--- src/rtl/txq_pkg.sv ---
package txq_pkg;
  // Strobes sent from the control block to the datapath each cycle.
  typedef struct packed {
    logic push;  // store the host byte at the write pointer
    logic load;  // move the oldest stored byte into the holding register
  } txq_strobe_t;
endpackage

--- src/rtl/txq_ctrl.sv ---
module txq_ctrl
  import txq_pkg::*;
#(
  parameter int DEPTH = 32,
  parameter int CW    = $clog2(DEPTH + 1)
) (
  input  logic        clk,
  input  logic        rstN,
  input  logic        wrEn,
  input  logic        txReady,
  input  logic        ovfClr,
  input  logic        irqEn,
  input  logic [CW-1:0] lowLevel,
  output txq_strobe_t stb,
  output logic        txValid,
  output logic        txRdy,
  output logic        txIrq,
  output logic        fifoFull,
  output logic        fifoEmpty,
  output logic        overflow
);
  localparam logic [CW-1:0] FULL_COUNT = CW'(DEPTH);

  logic [CW-1:0] memCount;
  logic          holdFull;
  logic          ovfFlag;
  logic [CW-1:0] queued;
  logic          pop;

  assign queued    = memCount + CW'(holdFull);
  assign fifoFull  = (queued == FULL_COUNT);
  assign fifoEmpty = (queued == '0);
  assign pop       = holdFull && txReady;

  always_comb begin
    stb.push = wrEn && !fifoFull;
    stb.load = (memCount != '0) && (!holdFull || pop);
  end

  always_ff @(posedge clk or negedge rstN) begin
    if (!rstN) begin
      memCount <= '0;
      holdFull <= 1'b0;
      ovfFlag  <= 1'b0;
    end else begin
      case ({stb.push, stb.load})
        2'b10:   memCount <= memCount + CW'(1);
        2'b01:   memCount <= memCount - CW'(1);
        default: memCount <= memCount;
      endcase
      if (stb.load)  holdFull <= 1'b1;
      else if (pop)  holdFull <= 1'b0;
      if (wrEn && fifoFull) ovfFlag <= 1'b1;
      else if (ovfClr)      ovfFlag <= 1'b0;
    end
  end

  assign txValid  = holdFull;
  assign txRdy    = (queued <= lowLevel);
  assign txIrq    = txRdy && irqEn;
  assign overflow = ovfFlag;


  no_overflow_chk: assert property (@(posedge clk) disable iff (!rstN)
    (wrEn && fifoFull) |=> overflow);


  count_bound_chk: assert property (@(posedge clk) disable iff (!rstN)
    queued <= FULL_COUNT);


  count_step_chk: assert property (@(posedge clk) disable iff (!rstN)
    (stb.push && !pop) |=> (queued == $past(queued) + CW'(1)));


  empty_latency_chk: assert property (@(posedge clk) disable iff (!rstN)
    fifoEmpty |=> !txValid);
endmodule

--- src/rtl/txq_data.sv ---
module txq_data
  import txq_pkg::*;
#(
  parameter int DEPTH = 32,
  parameter int AW    = $clog2(DEPTH)
) (
  input  logic        clk,
  input  logic        rstN,
  input  txq_strobe_t stb,
  input  logic [7:0]  wrByte,
  input  logic        holdValid,
  input  logic        txReady,
  output logic [7:0]  txData
);
  logic [7:0]    mem [DEPTH];
  logic [AW-1:0] wrPtr;
  logic [AW-1:0] rdPtr;
  logic [7:0]    holdData;

  always_ff @(posedge clk) begin
    if (stb.push) mem[wrPtr] <= wrByte;
  end

  always_ff @(posedge clk or negedge rstN) begin
    if (!rstN) begin
      wrPtr    <= '0;
      rdPtr    <= '0;
      holdData <= '0;
    end else begin
      if (stb.push) wrPtr <= wrPtr + AW'(1);
      if (stb.load) begin
        holdData <= mem[rdPtr];
        rdPtr    <= rdPtr + AW'(1);
      end
    end
  end

  assign txData = holdData;


  hold_stable_chk: assert property (@(posedge clk) disable iff (!rstN)
    (holdValid && !txReady) |=> (holdValid && $stable(txData)));
endmodule

--- src/rtl/txq_lowwater.sv ---
module txq_lowwater
  import txq_pkg::*;
#(
  parameter int DEPTH  = 32,
  parameter int HOST_W = 32,
  parameter int CW     = $clog2(DEPTH + 1)
) (
  input  logic              clk,
  input  logic              rstN,
  input  logic              wrEn,
  input  logic [HOST_W-1:0] wrData,
  input  logic [CW-1:0]     lowLevel,
  input  logic              irqEn,
  input  logic              ovfClr,
  output logic              txValid,
  input  logic              txReady,
  output logic [7:0]        txData,
  output logic              txRdy,
  output logic              txIrq,
  output logic              fifoFull,
  output logic              fifoEmpty,
  output logic              overflow
);
  txq_strobe_t stb;
  logic        unusedHostBits;

  assign unusedHostBits = ^wrData[HOST_W-1:8];

  txq_ctrl #(.DEPTH(DEPTH), .CW(CW)) u_ctrl (
    .clk(clk), .rstN(rstN), .wrEn(wrEn), .txReady(txReady),
    .ovfClr(ovfClr), .irqEn(irqEn), .lowLevel(lowLevel), .stb(stb),
    .txValid(txValid), .txRdy(txRdy), .txIrq(txIrq),
    .fifoFull(fifoFull), .fifoEmpty(fifoEmpty), .overflow(overflow)
  );

  txq_data #(.DEPTH(DEPTH)) u_data (
    .clk(clk), .rstN(rstN), .stb(stb), .wrByte(wrData[7:0]),
    .holdValid(txValid), .txReady(txReady), .txData(txData)
  );
endmodule

--- config.mk ---
export PLATFORM = sky130hd
export DESIGN_NAME = txq_lowwater
export DESIGN_NICKNAME = d
export VERILOG_FILES = /design/src/rtl/txq_pkg.sv /design/src/rtl/txq_ctrl.sv /design/src/rtl/txq_data.sv /design/src/rtl/txq_lowwater.sv
export SDC_FILE = /design/constraint.sdc
export NUM_CORES = 1
export LEC_CHECK = 0
export ABC_AREA = 0
export CAP_MARGIN = 10
export CORE_MARGIN = 1.5
export CORE_UTILIZATION = 54
export CTS_CLUSTER_SIZE = 14
export DETAILED_ROUTE_END_ITERATION = 8
export GPL_ROUTABILITY_DRIVEN = 0
export GPL_TIMING_DRIVEN = 0
export PLACE_DENSITY = 0.76
export SLEW_MARGIN = 5
export SYNTH_ARGS = -nofsm -noshare
export SYNTH_HDL_FRONTEND = slang
export SYNTH_SLANG_ARGS = --single-unit
export TNS_END_PERCENT = 20
--- constraint.sdc ---
create_clock -name clk -period 2.75 [get_ports clk]
set_input_delay 0.825 -clock clk [delete_from_list [all_inputs] [get_ports clk]]
set_output_delay 0.825 -clock clk [all_outputs]
set_load 0.05 [all_outputs]
### Yosys cells after proc, flatten, opt, wreduce, memory -nomap -nowiden

Memory sizes are Yosys's and may differ from the RTL's. A register that Yosys moved wholly into a read port is not among the register bits.
Cells that the tools add are included.

| storage, ports and cells | value |
|---|---|
| bits in registers | 18 |
| RAM bits | 256 |
| bits of input ports | 44 |
| output and inout bits | 14 |
| word-level logic and storage cells | 36 |
| memories kept | 1 |

Memory list:

| name | words | width | rd ports | clocked after memory_dff | write ports | line | source |
|---|---|---|---|---|---|---|---|
| u_data.mem | 32 | 8 | 1 | 1 | 1 | txq_data.sv:15 | `logic [7:0] mem [DEPTH];` |

| cells by class | value |
|---|---|
| $add $sub $neg | 5 |
| magnitude comparators | 1 |
| eq/ne operators | 3 |
| muxes and demuxes | 7 |
| reduce and logical (&&, ||, !) cells | 14 |

Operators by type and width:

| kind | number |
|---|---|
| $pmux W6 S2 | 1 |
| $add A5 B1 Y5 const B | 2 |
| $add A6 B1 Y6 | 1 |
| $add A6 B1 Y6 const B | 1 |
| $eq A6 B6 Y1 const B | 1 |
| $le A6 B6 Y1 | 1 |
| $logic_not A6 Y1 | 1 |
| $mux W1 | 6 |
| $reduce_bool A2 Y1 | 3 |
| $reduce_bool A6 Y1 | 1 |
| $sub A6 B1 Y6 const B | 1 |
| $logic_and A1 B1 Y1 | 5 |
| $logic_not A1 Y1 | 3 |
| $eq A2 B1 Y1 const B | 1 |
| $eq A2 B2 Y1 const B | 1 |
| $logic_or A1 B1 Y1 | 1 |

### Logic depth before layout (Yosys ltp)

Gate-level depths: netlist (run 1).

| logic depth | value |
|---|---|
| depth after elaboration | 6 |
| gate-level depth with buffers | 14 |
| depth with buffers taken out | 14 |

### Modules after synthesis

A second synthesis (run 1) with hierarchy kept.

| unflattened totals | value |
|---|---|
| cells, all modules | 640 |
| area total of the unflattened synthesis | 11,623.6 µm² |

Modules (own cells, without submodules):

| module | instances | cells each | area an instance (µm²) | seq. area each (µm²) |
|---|---|---|---|---|
| txq_data | 1 | 548 | 10,810.4 | 8,137.8 |
| txq_ctrl | 1 | 92 | 813.3 | 200.2 |

### Worst setup path after synthesis (run 1)

No wires, ideal clock.

| path | value |
|---|---|
| kind | reg-to-output |
| start | reg u_ctrl.holdFull, in the netlist u_ctrl.txValid |
| end | out txIrq |
| arrival time | 3.328 ns |
| required time | 1.925 ns |
| path slack | -1.403 ns |
| stages on the path, launching flop included | 9 |
| path buffers | 0 |
| cell sequence | dfrtp_1 > ha_1 > nand3_2 > o21a_1 > or2_2 > ha_1 > nand3_1 > or2_2 > a21boi_0 |

| between the ends | value |
|---|---|
| word-level cells in the longest chain between the ends | 3 |

Ends and longest elaborated chain:

| element | line | source |
|---|---|---|
| start, declared | txq_ctrl.sv:25 | `logic holdFull;` |
| start signal, assigned | txq_ctrl.sv:43 | `holdFull <= 1'b0;` |
| start signal, assigned | txq_ctrl.sv:51 | `if (stb.load) holdFull <= 1'b1;` |
| start signal, assigned | txq_ctrl.sv:52 | `else if (pop) holdFull <= 1'b0;` |
| $add A6 B1 Y6 | txq_ctrl.sv:30 | `assign queued = memCount + CW'(holdFull);` |
| $le A6 B6 Y1 | txq_ctrl.sv:59 | `assign txRdy = (queued <= lowLevel);` |
| $logic_and A1 B1 Y1 | txq_ctrl.sv:60 | `assign txIrq = txRdy && irqEn;` |
| end, declared | txq_lowwater.sv:19 | `output logic txIrq,` |

No other way between the ends.

### Worst setup path after layout (run 1)

| path | value |
|---|---|
| start | reg u_ctrl.memCount[4] |
| end | out txIrq |

| between the ends | value |
|---|---|
| word-level cells in the longest chain between the ends | 3 |

Ends and longest elaborated chain:

| element | line | source |
|---|---|---|
| start, declared | txq_ctrl.sv:24 | `logic [CW-1:0] memCount;` |
| start signal, assigned | txq_ctrl.sv:47 | `2'b10: memCount <= memCount + CW'(1);` |
| start signal, assigned | txq_ctrl.sv:48 | `2'b01: memCount <= memCount - CW'(1);` |
| start signal, assigned | txq_ctrl.sv:49 | `default: memCount <= memCount;` |
| $add A6 B1 Y6 | txq_ctrl.sv:30 |  |
| $le A6 B6 Y1 | txq_ctrl.sv:59 |  |
| $logic_and A1 B1 Y1 | txq_ctrl.sv:60 |  |

No other way between the ends.

==> results of run 1 <==
## cells in the mapped netlist (2+ instances only)
master       n
buf_4        8
nand4_1      4
o2111ai_1    6
buf_2        9
ha_1        18
a211oi_1     2
xor2_1       6
a22oi_1      8
buf_6        2
dfrtp_1     26
and3_1       2
a21o_1       4
nand2_1     18
nor2b_1      3
mux4_2      34
inv_1       17
mux2_2      17
clkbuf_1    16
mux2i_1     39
a2bb2oi_1    6
edfxtp_1   256
buf_1        2
and4_1       4
nor3_1       2
o22ai_1     13
or2_2        2
a21oi_1     17
a41oi_1      6
nand3_1     14
o21ai_0     11
nand3b_1     6
nor2_1      43
nand3_2      5
xnor2_1     10
a22o_1       9
## routing by layer
metal,up-vias,track usage (%)
met2,392,39.4
met1,3352,33.7
met3,73,4.97
met5,-,0
li1,2830,-
met4,0,9.16
## worst paths after layout
| check | startpoint | to | slack [ps] | cells past startpoint |
|---|---|---|---|---|
| min | rstN | u_ctrl.txValid | 320 | 1 |
| min reg2reg | u_ctrl.overflow | u_ctrl.overflow | 540 | 1 |
| max in group asynchronous | rstN | u_ctrl.memCount[0] | 1970 | 1 |
| min in group clk | u_ctrl.overflow | u_ctrl.overflow | 540 | 1 |
| max reg2reg | u_ctrl.memCount[4] | u_ctrl.memCount[5] | -170 | 14 |
| max | u_ctrl.memCount[4] | txIrq | -710 | 9 |
## metrics by stage
step | instances | utilization (%) | cell area, um^2
after floorplan | 669 | - | 11700
after global placement | 976 | 58.5 | 12300
after detailed placement | 977 | 58.7 | 12400
after CTS | 1037 | 64.4 | 13600
after global routing | 1052 | 66.2 | 14000
final | 1052 | 66.2 | 14000
## critical path, delay by kind of cell (launching register included)
family | cells | cell delay (ps)
AND/OR/NAND/NOR | 4 | 650
AO/OA/AOI/OAI | 2 | 360
adder cells (fa/ha/maj) | 1 | 290
buffers and inverters | 2 | 340
flip-flops | 1 | 440
## timing repair
| action | in CTS | in global routing |
|---|---|---|
| resized for setup | 89 | 41 |
| pin swaps | 11 | 19 |
| endpoints found under the setup margin | 265 | 263 |
| gates cloned | 0 | 0 |
| hold buffers | 0 | 0 |
| setup buffers | 8 | 15 |
| endpoints found under the hold margin | 0 | 0 |
## flip-flops by register name, indices dropped and copies added (netlist names)
signal and count:
u_data.mem 256, u_data.txData 8, u_ctrl.memCount 6, u_data.rdPtr 5, u_data.wrPtr 5, u_ctrl.overflow 1
u_ctrl.txValid 1
## cell type report
type                            count  area, um^2  share of cell area [%]
Buffer                             38         220                    1.58
Clock buffer                       36         762                    5.46
Clock inverter                     16         190                    1.36
Inverter                           17        66.3                   0.475
Multi-Input combinational cell    332        3450                    24.7
Sequential cell                   282        8340                    59.7
Tap cell                          275         344                    2.46
Timing Repair Buffer               56         593                    4.25
## report_power, final
group,internal [mW],total (mW),switching (mW)
Combinational,2.29,5.61,3.32
Sequential,5.13,5.37,0.240
Clock,2.33,3.93,1.60
Total,9.75,14.9,5.16
## cells by family after synthesis
kind of cell	after synthesis	share of synthesized area (%)
compound gates	94	5.92
xor+xnor	16	1.21
fa+ha+maj	19	2.11
buf+inv	55	2.27
flops	282	71.8
mux	91	11.7
simple gates	112	4.97
==> summary.txt, run 1 <==
Routing
  – WL met3: 2530 um
  – Number of remaining DRC errors: 0
  – Wire length per cell: 26.0 um
  – Starting DRT DRC Count: just under 800
  – Met1 WL: ~11000 um
  – Pre-Repair DR Iteration Count: 6
  – DR top layer: met4
  – Avg Vias per Cell: around 6.3
  – Vias post-DR: around 6600
  – Routed wire length: approximately 27000 um
  – DR WL met2: 13300 um
  – Post-DRT Antenna Nets: 0

GRT
  – Largest net degree at the start of global routing: 33
  – Grt ovf: 0
  – Antenna violations before repair: 0
  – First-pass GRT wire length: 40100 um
  – Vias in the first global route: slightly below 7000
  – Gr usage total: between 20 and 25%

Power
  – Leak: 4.66 nW
  – Pwr Density: roughly 1100 mW/mm^2
  – Total chip power: about 15 mW
  – Max IR drop VDD: just under 0.0008 V

Clock tree
  – Root buf cell: clkbuf_16
  – Clk buf depth: 3
  – Worst-path clk slew: 60 ps
  – CTS buffer count: 28
  – Worst-skew pair later-pin latency: 540 ps
  – H-tree depth: 1
  – CTS tree: yes
  – Count of clock tree sinks: 282

Worst setup path
  – Critical-path cell list: buf_6 > nand2_2 > o21a_1 > or2_4 > ha_4 > nand3_4 > or2_4 > a21boi_4 > buf_6
  – Worst-path fanout max: 6
  – CP peak stage delay: 440 ps
  – Setup crit start kind: register
  – Crit path kind: reg2out
  – CP max-delay cell: dfrtp_1
  – Worst Path Arrival: between 2000 and 3000 ps
  – Setup crit end kind: output port
  – Worst path required time: 1930 ps

Final layout
  – Antenna diode count: 0
  – Share of layout cells above drive strength 1: 29.0%
  – FILL cells: between 1000 and 1500
  – Nets@finish: 818
  – Area growth from synthesis to layout: 20.3%
  – Most common cell after layout, fill and taps aside: edfxtp_1
  – Commonest cells after routing, fill and taps aside: 256 x edfxtp_1, 39 x mux2i_1, 34 x mux4_2

Synth
  – Post-synth top area share: 66.2%
  – Area leader, netlist: edfxtp_1
  – Area of the mapped netlist: 0.0116 mm^2
  – Synth unique cells: 59
  – Cells after Synth: 669
  – Yosys warning total: 0
  – Number of flops mapped to enable cells by yosys: 256
  – Most used DFF post-synth: edfxtp_1
  – Async SR Flop Fraction: 9.22%
  – Seq cells post-synth: between 200 and 300
  – Mapped Nets: 732
  – Top post-synthesis cells by area: edfxtp_1 66%, mux4_2 6.6%, dfrtp_1 5.6%, mux2i_1 3.4%, ha_1 1.9%
  – Syn Area/Cell: 17.4 um^2
  – Register area share after synthesis: between 70% and 80%

Floorplanning
  – Die Wd: 150 um
  – Die Y: 150 um
  – Cell Rows: 53
  – Initial cell density of the core: a little under three fifths
  – Core area: 0.0211 mm^2
  – IO Pins: 58
  – Die footprint: 0.0224 mm^2

Timing
  – Fin crit share: 126%
  – Worst-Margin Slew: approximately 1300 ps
  – Fin Hold WS: 315 ps
  – Slew margin rel.: between 10% and 20%
  – Final setup TNS: -1970 ps
  – Final setup viols: 6
  – Fin Clk Skew: about 11 ps
  – Final slew viol count: 0
  – Fin. Hold Viols: 0
  – RSZ-0062 raised after global routing: true
  – Fin crit period: 3460 ps
  – Highest clock rate: 289 MHz
  – Final WS setup: -709 ps

Place
  – Hpwl dp: about 17000 um
  – Input/output buffers: 32
  – Pre-CTS WS: -1230 ps

Hold path
  – HP Class: in2async

Run status
  – Failing checks: setup timing
  – Status: finished, violations left

Run
  – MaxCap Viol Count: 0
(Power assumes the default switching activity.)
==> run 2, diff against run 1 <==
--- a/config.mk
+++ b/config.mk
@@ -5,10 +5,10 @@
 export SDC_FILE = /design/constraint.sdc
 export NUM_CORES = 1
 export LEC_CHECK = 0
-export ABC_AREA = 0
+export ABC_AREA = 1
 export CAP_MARGIN = 10
 export CORE_MARGIN = 1.5
-export CORE_UTILIZATION = 54
+export CORE_UTILIZATION = 55
 export CTS_CLUSTER_SIZE = 14
 export DETAILED_ROUTE_END_ITERATION = 8
 export GPL_ROUTABILITY_DRIVEN = 0
==> run 2 against run 1 <==
Compared with the run above:
- the flow still finishes with violations (setup timing)
- utilization fell by 1.7 points
- hold slack improved by 170 ps
- register-to-register slack barely moved
- clock-buffer cell count rose by 10
- sequential power barely moved
- combinational power rose by 7.7%
- via count rose by 37%
- clock power barely moved
- sequential share of layout area fell by 2.8 points
- critical path type unchanged
- largest cell class unchanged
==> summary.txt, run 2 <==
Timing
  – Fin. Hold Viols: 0 (unchanged)
  – Fin crit period: 3420 ps (-41.0 ps)
  – Fin crit share: 124% (-1.5 points)
  – Highest clock rate: 293 MHz (+1.2%)
  – Final slew viol count: 0 (unchanged)
  – Slew margin rel.: 41.2% (+27 points)
  – Final setup viols: 7 (+1)
  – Final WS setup: -668 ps (+41.0 ps)
  – RSZ-0062 raised after global routing: true
  – Worst-Margin Slew: 879 ps (-398 ps)
  – Fin Clk Skew: 8.50 ps (-2.43 ps)

Hold path
  – Hold Path Depth: 2
  – HP Class: reg2reg
  – Min-Delay Startpoint: u_data.txData[0]
  – Hold EP: u_data.txData[0]

Worst setup path
  – WP buf/inv: 1 (-1)
  – Crit path kind: reg2out
  – Critical-path cell list: ha_4 > ha_4 > nand3_4 > xor2_4 > ha_1 > nand2_2 > nor2_2 > o211ai_1 > o211ai_1 > a21boi_4 > buf_6
  – Critical R2R Launch: u_ctrl.memCount[0]
  – Worst R2R Setup Slack: -170 ps (about the same)
  – CP top delay family: adder cells
  – Setup crit start kind: register
  – Worst path required time: 1930 ps (about the same)
  – Worst Path Arrival: 2590 ps (-40 ps)
  – Crit Reg-Reg Endpoint: u_ctrl.memCount[4]
  – CP peak stage delay: 430 ps (about the same)
  – CP max-delay cell: dfrtp_2
  – Worst r2r path cells: 17 (+3)
  – Setup crit end kind: output port
  – Worst-path fanout max: 2 (-4)

Synth
  – Top post-synthesis cells by area: edfxtp_1 60%, nand2_1 12%, nand3_1 6.4%, dfrtp_1 5.1%, inv_1 4.0%
  – Cells after Synth: 1247 (+86%)
  – Register area share after synthesis: 65.5% (-6.3 points)
  – Area of the mapped netlist: 0.0127 mm^2 (+9.7%)
  – Most used DFF post-synth: edfxtp_1
  – Syn Area/Cell: 10.2 um^2 (-41%)
  – Seq cells post-synth: 282 (unchanged)
  – Most frequent cell after synthesis: nand2_1
  – Post-synth top area share: 60.4% (-5.8 points)
  – Area leader, netlist: edfxtp_1
  – Async SR Flop Fraction: 9.22% (unchanged)
  – Yosys warning total: 0 (unchanged)
  – Number of flops mapped to enable cells by yosys: 256 (unchanged)
  – Post-synth top cells: 421 x nand2_1, 256 x edfxtp_1, 164 x nand3_1, 137 x inv_1, 70 x nor2_1
  – Synth unique cells: 31 (-47%)
  – Mapped Nets: 1310 (+79%)

Power
  – Flop pwr share: 34.8% (-1.2 points)
  – Total chip power: 15.3 mW (+2.8%)
  – Pint: 9.30 mW (-4.7%)
  – Switch share: 39.4% (+4.8 points)
  – Max IR drop VDD: 0.000875 V (+13%)
  – Pwr Density: 1050 mW/mm^2 (-2.0%)
  – Leak: 5.90 nW (+27%)
  – Psw: 6.04 mW (+17%)
  – Clk pwr share: 25.8% (-0.6 points)
  – Combinational Power Share: 39.4% (+1.8 points)

Floorplanning
  – IO Pins: 58 (unchanged)
  – Core area: 0.0227 mm^2 (+7.7%)
  – Cell Rows: 55 (+3.8%)
  – Die Wd: 155 um (+3.7%)
  – Die Y: 155 um (+3.7%)
  – Die footprint: 0.0241 mm^2 (+7.5%)
  – Initial cell density of the core: 56.1% (+1.0 points)

Routing
  – Vias post-DR: 9076 (+37%)
  – Avg Vias per Cell: 5.58 (-12%)
  – Routed wire length: 31000 um (+13%)
  – Starting DRT DRC Count: 871 (+9.6%)
  – Number of remaining DRC errors: 0 (unchanged)
  – Pre-Repair DR Iteration Count: 5 (-1)
  – Post-DRT Antenna Nets: 0 (unchanged)
  – Wire length per cell: 19.1 um (-27%)

GRT
  – Antenna violations before repair: 0 (unchanged)
  – Vias in the first global route: 8943 (+33%)
  – Met2 Track Usage GR: 44.2% (+4.8 points)
  – First-pass GRT wire length: 48000 um (+20%)
  – Top Usage Layer GRT: met2
  – Largest net degree at the start of global routing: 33 (unchanged)
  – Gr usage total: 26.7% (+2.1 points)
  – Met3 Use GR: 4.37% (-0.60 points)
  – Grt ovf: 0 (unchanged)
  – Met1 Use GR: 35.3% (+1.5 points)

Final layout
  – Area growth from synthesis to layout: 15.1%
  – Util after Layout: 64.5% (-1.7 points)
  – Nets@finish: 1382 (+69%)
  – Commonest cells after routing, fill and taps aside: 418 x nand2_1, 256 x edfxtp_1, 163 x nand3_1
  – Register with the most flip-flops: u_data.mem
  – Most common cell after layout, fill and taps aside: nand2_1
  – Antenna diode count: 0 (unchanged)
  – Number of flip-flops under the largest register name: 256 (unchanged)
  – Share of layout cells above drive strength 1: 9.77% (-19 points)

Clock tree
  – Worst-path clk slew: 60 ps (about the same)
  – Root buf cell: clkbuf_16
  – Worst-skew pair later-pin latency: 540 ps (about the same)
  – Count of clock tree sinks: 282 (unchanged)
  – CTS tree: yes
  – CTS buffer count: 28 (unchanged)
  – Clk buf depth: 3 (unchanged)
  – H-tree depth: 1 (unchanged)

Run status
  – Failing checks: setup timing
  – Status: finished, violations left

Place
  – Input/output buffers: 33 (+3.1%)
  – Hpwl dp: 20700 um (+24%)

Run
  – MaxCap Viol Count: 0 (unchanged)
run 2: power groups by stage:
stage	logic, mW	registers (mW)	clock network [mW]
after floorplan	3.65	5.55	0
after global placement	5.51	5.39	0
after detailed placement	5.67	5.40	0
after CTS	5.89	5.32	3.95
after global routing	6.60	5.37	4.12
final	6.04	5.34	3.96
run 2: per-stage QoR:
stage | instances | cell area [um^2] | hold slack [ps] | setup WS [ps] | setup TNS, ps
6_report | 1626 | 14700 | 482 | -668 | -2170
5_1_grt | 1626 | 14700 | 520 | -765 | -3010
4_1_cts | 1625 | 14600 | 489 | -673 | -2600
3_5_place_dp | 1568 | 13500 | 465 | -1130 | -7970
3_3_place_gp | 1565 | 13500 | 468 | -1120 | -7240
2_1_floorplan | 1247 | 12800 | 483 | -309 | -1290
run 2: repair_timing:
action                     CTS  global route
resized for setup           45            10
setup endpoints to repair   17             9
buffers inserted             5             1
hold endpoints to repair     0             0
hold buffers                 0             0
pin swaps                    8             3
run 2: cells by family after synthesis:
| group | Yosys count | share of synthesized area, % |
|---|---|---|
| AND/OR/NAND/NOR | 692 | 23.6 |
| flip-flops | 282 | 65.5 |
| adder cells (fa/ha/maj) | 19 | 1.93 |
| buffers and inverters | 201 | 6.42 |
| AO/OA/AOI/OAI | 41 | 1.72 |
| XOR/XNOR | 12 | 0.825 |
run 2: worst max-delay path by stage:
stage                                  start    end  slack [ps]  cells past startpoint
after global routing      u_ctrl.memCount[0]  txRdy        -770                     13
final                     u_ctrl.memCount[0]  txIrq        -670                     11
after detailed placement         lowLevel[5]  txIrq       -1130                      9
after global placement           lowLevel[1]  txIrq       -1120                      9
after CTS                 u_ctrl.memCount[0]  txRdy        -670                     13
after floorplan               u_ctrl.txValid  txIrq        -310                     10
run 2: final cells by class:
type	instances	area, um^2
Clock inverter	6	110
Inverter	140	526
Clock buffer	46	850
Tap cell	285	357
Multi-Input combinational cell	764	3740
Fill cell	1731	8050
Sequential cell	282	8340
Timing Repair Buffer	42	420
Buffer	61	308
run 2: routing by layer:
layer | vias to the layer above | routed length, um
li1 | 4225 | -
met1 | 4277 | 12300
met3 | 99 | 2810
met2 | 475 | 14800
met5 | - | 0
met4 | 0 | 1160
run 2: worst reg2reg max path, delay by kind of cell, from the launching register on:
kind                       cells  cell delay (ps)
xor gates and xnor gates       1              180
adders and majority gates      4              740
DFF                            1              390
and+or+nand+nor                8              900
buffers and inverters          2              310
AOI/OAI and AO/OA              2              260
